**src/rtl/bpg_pkg.sv**
```systemverilog
package bpg_pkg;

    typedef enum logic [0:0] {
        PH_PRBS = 1'b0,
        PH_SYNC = 1'b1
    } phase_e;

    localparam logic [1:0] RXC_LOW = 2'b00;
    localparam logic [1:0] RXC_MID = 2'b01;
    localparam logic [1:0] TXM_LL  = 2'b00;

    localparam logic [7:0] SYNC_HEAD = 8'hBC;
    localparam logic [7:0] SYNC_FILL = 8'h1C;

endpackage

```
**src/rtl/bpg_lfsr_step.sv**
```systemverilog
module bpg_lfsr_step #(
    parameter int WIDTH = 9,
    parameter int TAP   = 5
) (
    input  logic [WIDTH-1:0] cur,
    output logic [WIDTH-1:0] nxt
);

    logic fb;

    generate
        if (WIDTH > 1) begin : g_shift
            always_comb begin
                fb  = cur[WIDTH-1] ^ cur[TAP-1];
                nxt = {cur[WIDTH-2:0], fb};
            end
        end else begin : g_single
            always_comb begin
                fb  = cur[0];
                nxt = cur;
            end
        end
    endgenerate

endmodule

```
**src/rtl/bpg_mode_decode.sv**
```systemverilog
module bpg_mode_decode
    import bpg_pkg::*;
(
    input  logic [1:0] rx_clk_sel,
    input  logic [1:0] tx_mode,
    output logic       sync_on,
    output logic       long_pulse
);

    logic tx_plain;

    always_comb begin
        tx_plain   = (tx_mode == TXM_LL);
        sync_on    = (rx_clk_sel == RXC_LOW) && !tx_plain;
        long_pulse = (rx_clk_sel != RXC_MID) && !tx_plain;
    end

endmodule

```
**src/rtl/bpg_sync_table.sv**
```systemverilog
module bpg_sync_table
    import bpg_pkg::*;
#(
    parameter int DATA_W   = 8,
    parameter int SYNC_LEN = 16,
    localparam int IDX_W   = (SYNC_LEN > 1) ? $clog2(SYNC_LEN) : 1
) (
    input  logic [IDX_W-1:0]  idx,
    output logic [DATA_W-1:0] chr
);

    always_comb begin
        if (idx == '0) chr = DATA_W'(SYNC_HEAD);
        else           chr = DATA_W'(SYNC_FILL);
    end

endmodule

```
**src/rtl/bist_pattern_gen.sv**
```systemverilog
module bist_pattern_gen
    import bpg_pkg::*;
#(
    parameter int DATA_W   = 8,
    parameter int LFSR_W   = 9,
    parameter int LFSR_TAP = 5,
    parameter int SYNC_LEN = 16
) (
    input  logic              clk,
    input  logic              rst_n,
    input  logic              bist_en,
    input  logic [1:0]        rx_clk_sel,
    input  logic [1:0]        tx_mode,
    input  logic [DATA_W-1:0] host_data,
    input  logic              host_special,
    input  logic              host_par_err,
    output logic [DATA_W-1:0] out_data,
    output logic              out_special,
    output logic              progress
);

    localparam int PASS_LEN = (1 << LFSR_W) - 1;
    localparam int CNT_W    = $clog2(PASS_LEN + 1);
    localparam int SIDX_W   = (SYNC_LEN > 1) ? $clog2(SYNC_LEN) : 1;
    localparam int LONG_LEN = SYNC_LEN + 1;
    localparam int PLS_W    = $clog2(LONG_LEN + 1);

    typedef struct packed {
        phase_e             phase;
        logic [LFSR_W-1:0]  lfsr;
        logic [CNT_W-1:0]   idx;
        logic [PLS_W-1:0]   pls;
        logic [DATA_W-1:0]  data;
        logic               special;
        logic               prog;
    } state_t;

    state_t st_d, st_q;

    logic [LFSR_W-1:0] lfsr_nxt;
    logic [DATA_W-1:0] sync_chr;
    logic              sync_on;
    logic              long_pulse;
    logic              pass_end;

    bpg_lfsr_step #(
        .WIDTH (LFSR_W),
        .TAP   (LFSR_TAP)
    ) i_lfsr_step (
        .cur (st_q.lfsr),
        .nxt (lfsr_nxt)
    );

    bpg_mode_decode i_mode_decode (
        .rx_clk_sel (rx_clk_sel),
        .tx_mode    (tx_mode),
        .sync_on    (sync_on),
        .long_pulse (long_pulse)
    );

    bpg_sync_table #(
        .DATA_W   (DATA_W),
        .SYNC_LEN (SYNC_LEN)
    ) i_sync_table (
        .idx (st_q.idx[SIDX_W-1:0]),
        .chr (sync_chr)
    );

    always_comb begin
        st_d     = st_q;
        pass_end = 1'b0;
        if (!bist_en) begin
            st_d.phase   = PH_PRBS;
            st_d.lfsr    = '1;
            st_d.idx     = '0;
            st_d.pls     = '0;
            st_d.data    = host_data;
            st_d.special = host_special;
            st_d.prog    = host_par_err;
        end else begin
            unique case (st_q.phase)
                PH_PRBS: begin
                    st_d.data    = st_q.lfsr[DATA_W-1:0];
                    st_d.special = 1'b0;
                    st_d.lfsr    = lfsr_nxt;
                    if (st_q.idx == CNT_W'(PASS_LEN - 1)) begin
                        pass_end   = 1'b1;
                        st_d.idx   = '0;
                        st_d.phase = sync_on ? PH_SYNC : PH_PRBS;
                    end else begin
                        st_d.idx = st_q.idx + CNT_W'(1);
                    end
                end
                PH_SYNC: begin
                    st_d.data    = sync_chr;
                    st_d.special = 1'b1;
                    if (st_q.idx == CNT_W'(SYNC_LEN - 1)) begin
                        st_d.idx   = '0;
                        st_d.phase = PH_PRBS;
                    end else begin
                        st_d.idx = st_q.idx + CNT_W'(1);
                    end
                end
                default: st_d.phase = PH_PRBS;
            endcase

            if (pass_end) begin
                st_d.prog = 1'b1;
                st_d.pls  = long_pulse ? PLS_W'(LONG_LEN - 1) : '0;
            end else if (st_q.pls != '0) begin
                st_d.prog = 1'b1;
                st_d.pls  = st_q.pls - PLS_W'(1);
            end else begin
                st_d.prog = 1'b0;
            end
        end
    end

    always_ff @(posedge clk) begin
        if (!rst_n) begin
            st_q         <= '0;
            st_q.phase   <= PH_PRBS;
            st_q.lfsr    <= '1;
        end else begin
            st_q <= st_d;
        end
    end

    assign out_data    = st_q.data;
    assign out_special = st_q.special;
    assign progress    = st_q.prog;

    // The shift register never locks up in the all-zero state.
    assert_lfsr_live_R3: assert property (@(posedge clk) disable iff (!rst_n)
        bist_en |-> (st_q.lfsr != '0));

    // Characters sent during the sync burst are marked as special.
    assert_sync_special_R4: assert property (@(posedge clk) disable iff (!rst_n)
        (bist_en && st_q.phase == PH_SYNC) |=> out_special);

    // The pass pulse starts with the last pseudo-random character.
    assert_pass_pulse_R6: assert property (@(posedge clk) disable iff (!rst_n)
        (bist_en && st_q.phase == PH_PRBS && st_q.idx == CNT_W'(PASS_LEN - 1))
        |=> progress);

    // The long pulse spans the whole sync burst.
    assert_sync_in_pulse_R8: assert property (@(posedge clk) disable iff (!rst_n)
        (bist_en && st_q.phase == PH_SYNC) |-> progress);

    // Leaving self-test hands the outputs back to the host at once.
    assert_host_return_R9: assert property (@(posedge clk) disable iff (!rst_n)
        !bist_en |=> (out_data == $past(host_data) && progress == $past(host_par_err)));

endmodule

```
**config.mk**
```make
export PLATFORM = sky130hd
export DESIGN_NAME = bist_pattern_gen
export DESIGN_NICKNAME = d
export VERILOG_FILES = /design/src/rtl/bpg_pkg.sv /design/src/rtl/bpg_lfsr_step.sv /design/src/rtl/bpg_mode_decode.sv /design/src/rtl/bpg_sync_table.sv /design/src/rtl/bist_pattern_gen.sv
export SDC_FILE = /design/constraint.sdc
export NUM_CORES = 1
export LEC_CHECK = 0
export CAP_MARGIN = 10
export CORE_MARGIN = 3
export CORE_UTILIZATION = 45
export DETAILED_ROUTE_END_ITERATION = 8
export PLACE_DENSITY_LB_ADDON = 0.15
export SLEW_MARGIN = 10
export SYNTH_ARGS = -nofsm -noshare
export SYNTH_HDL_FRONTEND = slang
export SYNTH_SLANG_ARGS = --single-unit
```
**constraint.sdc**
```tcl
create_clock -name clk -period 2.2 [get_ports clk]
set_input_delay 0.44 -clock clk [delete_from_list [all_inputs] [get_ports clk]]
set_output_delay 0.44 -clock clk [all_outputs]
set_load 0.01 [all_outputs]
```
==> flow_summary.json <==
{
  "fin_crit_ps": 1750,
  "p_sw_share_pct": 21.2,
  "power_density_mw_per_mm2": 667,
  "core_mm2": 0.00308,
  "slowest_stage": "or4b_1",
  "worstPathCellList": "ha_1 -> or4b_1 -> or3_1 -> a32o_1",
  "fin_cells": 232,
  "synthTopCellsByArea": "dfxtp_1, mux2i_1, o21ai_0",
  "yosys_warnings": 0,
  "viasPerCell": 5.15,
  "min_period_over_period_pct": 79.5,
  "cts_buffer_depth": 2,
  "hp-class": "flop to flop",
  "drv_cap": 0,
  "antenna_cells": 0,
  "synth_common_cells": "dfxtp_1, nand2_1, o21ai_0",
  "grt_max_degree": 20,
  "cts_resized": 0,
  "whs_path_depth": 2,
  "synth.distinct_cells": 37,
  "async_flop_share_pct": 0,
  "grt_util_met3_pct": 7.13,
  "drtPass1Iterations": 4,
  "slowest_delay_ps": 460,
  "final_nets": 209,
  "grt_use_met2_pct": 29.9,
  "wl_mm": 2.89,
  "comb_power_share_pct": 8.5,
  "p_switching_mw": 0.258,
  "grt-busiest-layer": "met2",
  "cts_tree": "built",
  "setup_viol_count_final": 0,
  "status": "complete, no violations",
  "die_area_mm2": 0.00398,
  "leakage_nw": 0.678,
  "synth_most_common_cell": "dfxtp_1",
  "drc_errors": 0,
  "holdBufCountCts": 0,
  "drive_gt1_share_pct": 9.57,
  "p_int_mw": 0.958,
  "place.gp.congestion": 0.787,
  "final_cell_area_mm2": 0.00182,
  "use_met1_pct": 16.9,
  "worst_skew_pair.late_latency_ps": 350,
  "arrival_ps": 1990,
  "synth_area_mm2": 0.00147,
  "relSlewSlack_pct": 50.8,
  "slew_viol_final": 0,
  "drtIter0Drc": 38,
  "rr_endpoint": "st_q[33]$_SDFF_PN0_",
  "io_pins": 27,
  "vias": 1195,
  "ys_seq_area_share_pct": 46.4,
  "cp-end-kind": "flop",
  "synth.avg_cell_area_um2": 8.95,
  "synth_cells": 164,
  "grt_pass1_vias": 1213,
  "chipHeight_um": 63.1,
  "synth.net_count": 185,
  "startpoint_type": "flop",
  "yosys.area.top_type_share_pct": 46.4,
  "finalHoldViolCount": 0,
  "numPortBuffers": 26,
  "clock-root-buffer": "clkbuf_4",
  "setup_tns_ps": 0,
  "path_clk_slew_ps": 100,
  "cts_buffers": 5,
  "synth-seq-cells": 34,
  "cts_setup_buffers": 0,
  "antenna_found_initial": 0,
  "dp.cells": 225,
  "grt_usage_pct": 16.6,
  "max_freq_mhz": 572,
  "min_to": "st_q[31]$_SDFFE_PN1N_",
  "dp_hpwl_mm": 2.06,
  "ff2ff_path_depth": 4,
  "p_clk_share_pct": 39.1,
  "areaGrowthSynthToFinish_pct": 24.1,
  "die-width_um": 63.1,
  "rrSetupSlack_ps": 450,
  "clock-sinks": 34,
  "wire_per_inst_um": 12.4,
  "synthFlopType": "dfxtp_1",
  "finClkSkew_ps": 13.0,
  "worst-path-max-fanout": 5,
  "path_class": "flop to flop",
  "pwr-share-seq_pct": 52.3,
  "yosys.area.top_type": "dfxtp_1",
  "worst_pin_slew_ps": 728,
  "rsz0062_at_grt": "false",
  "grt_pass1_wl_mm": 5.13,
  "fin_util_pct": 59.2,
  "start_util_pct": 47.7,
  "dpl_cell_area_mm2": 0.00174,
  "hp-start": "st_q[31]$_SDFFE_PN1N_",
  "irDropWorstVdd_v": 0.000411,
  "h-tree-depth": 2,
  "timing.rr.start": "st_q[16]$_SDFF_PN0_",
  "gr-total-overflow": 0,
  "drtAntennaViolNets": 0,
  "rows": 20,
  "synth-edff-count": 0,
  "required_ps": 2450,
  "whs_ps": 490
}
layout make-up:
class	count	area, um^2
fillers	282	1260
multi-input cells	106	666
clock buffers	6	51.3
repair buffers	32	305
inverters	9	33.8
well taps	44	55.1
clock inverters	1	30.0
flip-flops and latches	34	681
registers in the layout, indices dropped and copies added, names as in the netlist:
signal,count
out_special,1
progress,1
st_q,24
out_data,8
critical path, delay by kind of cell (launching register included):
kind	cells	cell delay, ps
fa+ha+maj	1	220
simple gates	2	780
flops	1	410
compound gates	1	260
per-layer routing:
metal  vias to the layer above  part of all wire (%)
met1                       570                    42
met4                         0                   1.7
met3                         6                   4.0
li1                        607                     -
met5                         -                     0
met2                        12                    52
power by group through the flow:
stage	Sequential [mW]	Combinational [mW]	Clock, mW
6_report	0.636	0.104	0.476
5_1_grt	0.638	0.113	0.512
4_1_cts	0.636	0.105	0.484
3_5_place_dp	0.651	0.105	0
3_3_place_gp	0.650	0.103	0
2_1_floorplan	0.650	0.0531	0
how the worst max path moves through the flow:
| stage | from | endpoint | slack [ps] | cells past startpoint |
|---|---|---|---|---|
| after global placement | st_q[15]$_SDFF_PN0_ | st_q[33]$_SDFF_PN0_ | 480 | 4 |
| after detailed placement | st_q[16]$_SDFF_PN0_ | st_q[33]$_SDFF_PN0_ | 450 | 4 |
| after floorplan | st_q[15]$_SDFF_PN0_ | st_q[33]$_SDFF_PN0_ | 530 | 4 |
| after CTS | st_q[16]$_SDFF_PN0_ | st_q[33]$_SDFF_PN0_ | 440 | 4 |
| after global routing | st_q[10]$_SDFFE_PN0P_ | progress$_SDFF_PN0_ | 400 | 5 |
| final | st_q[16]$_SDFF_PN0_ | st_q[33]$_SDFF_PN0_ | 450 | 4 |
layout by cell type (no fill, tap or decap), types with 2 or more instances in the layout:
master | netlist | final
a21boi_0 | 3 | 3
a21oi_1 | 10 | 10
buf_4 | 8 | 6
clkbuf_4 | 0 | 5
clkdlybuf4s50_1 | 0 | 26
dfxtp_1 | 34 | 34
ha_1 | 4 | 4
inv_1 | 9 | 9
mux2i_1 | 6 | 6
nand2_1 | 13 | 13
nand2b_1 | 3 | 3
nand3_1 | 8 | 8
nand4_1 | 2 | 2
nor2_1 | 10 | 10
nor3_1 | 7 | 7
nor4_1 | 2 | 2
o21ai_0 | 12 | 12
or3_1 | 5 | 5
xnor2_1 | 3 | 3
xor2_1 | 2 | 2
metrics by stage:
stage	setup slack (ps)	power (mW)
final	452	1.22
after detailed placement	448	0.755
after floorplan	530	0.703
after CTS	440	1.23
after global placement	485	0.753
after global routing	398	1.26
logic make-up after synthesis:
group / synth area share, %
flops: 46.4
xor+xnor: 2.98
compound gates: 14.5
simple gates: 20.4
buf+inv: 8.27
mux: 4.09
fa+ha+maj: 3.41
Power figures use the tool's default switching activity.
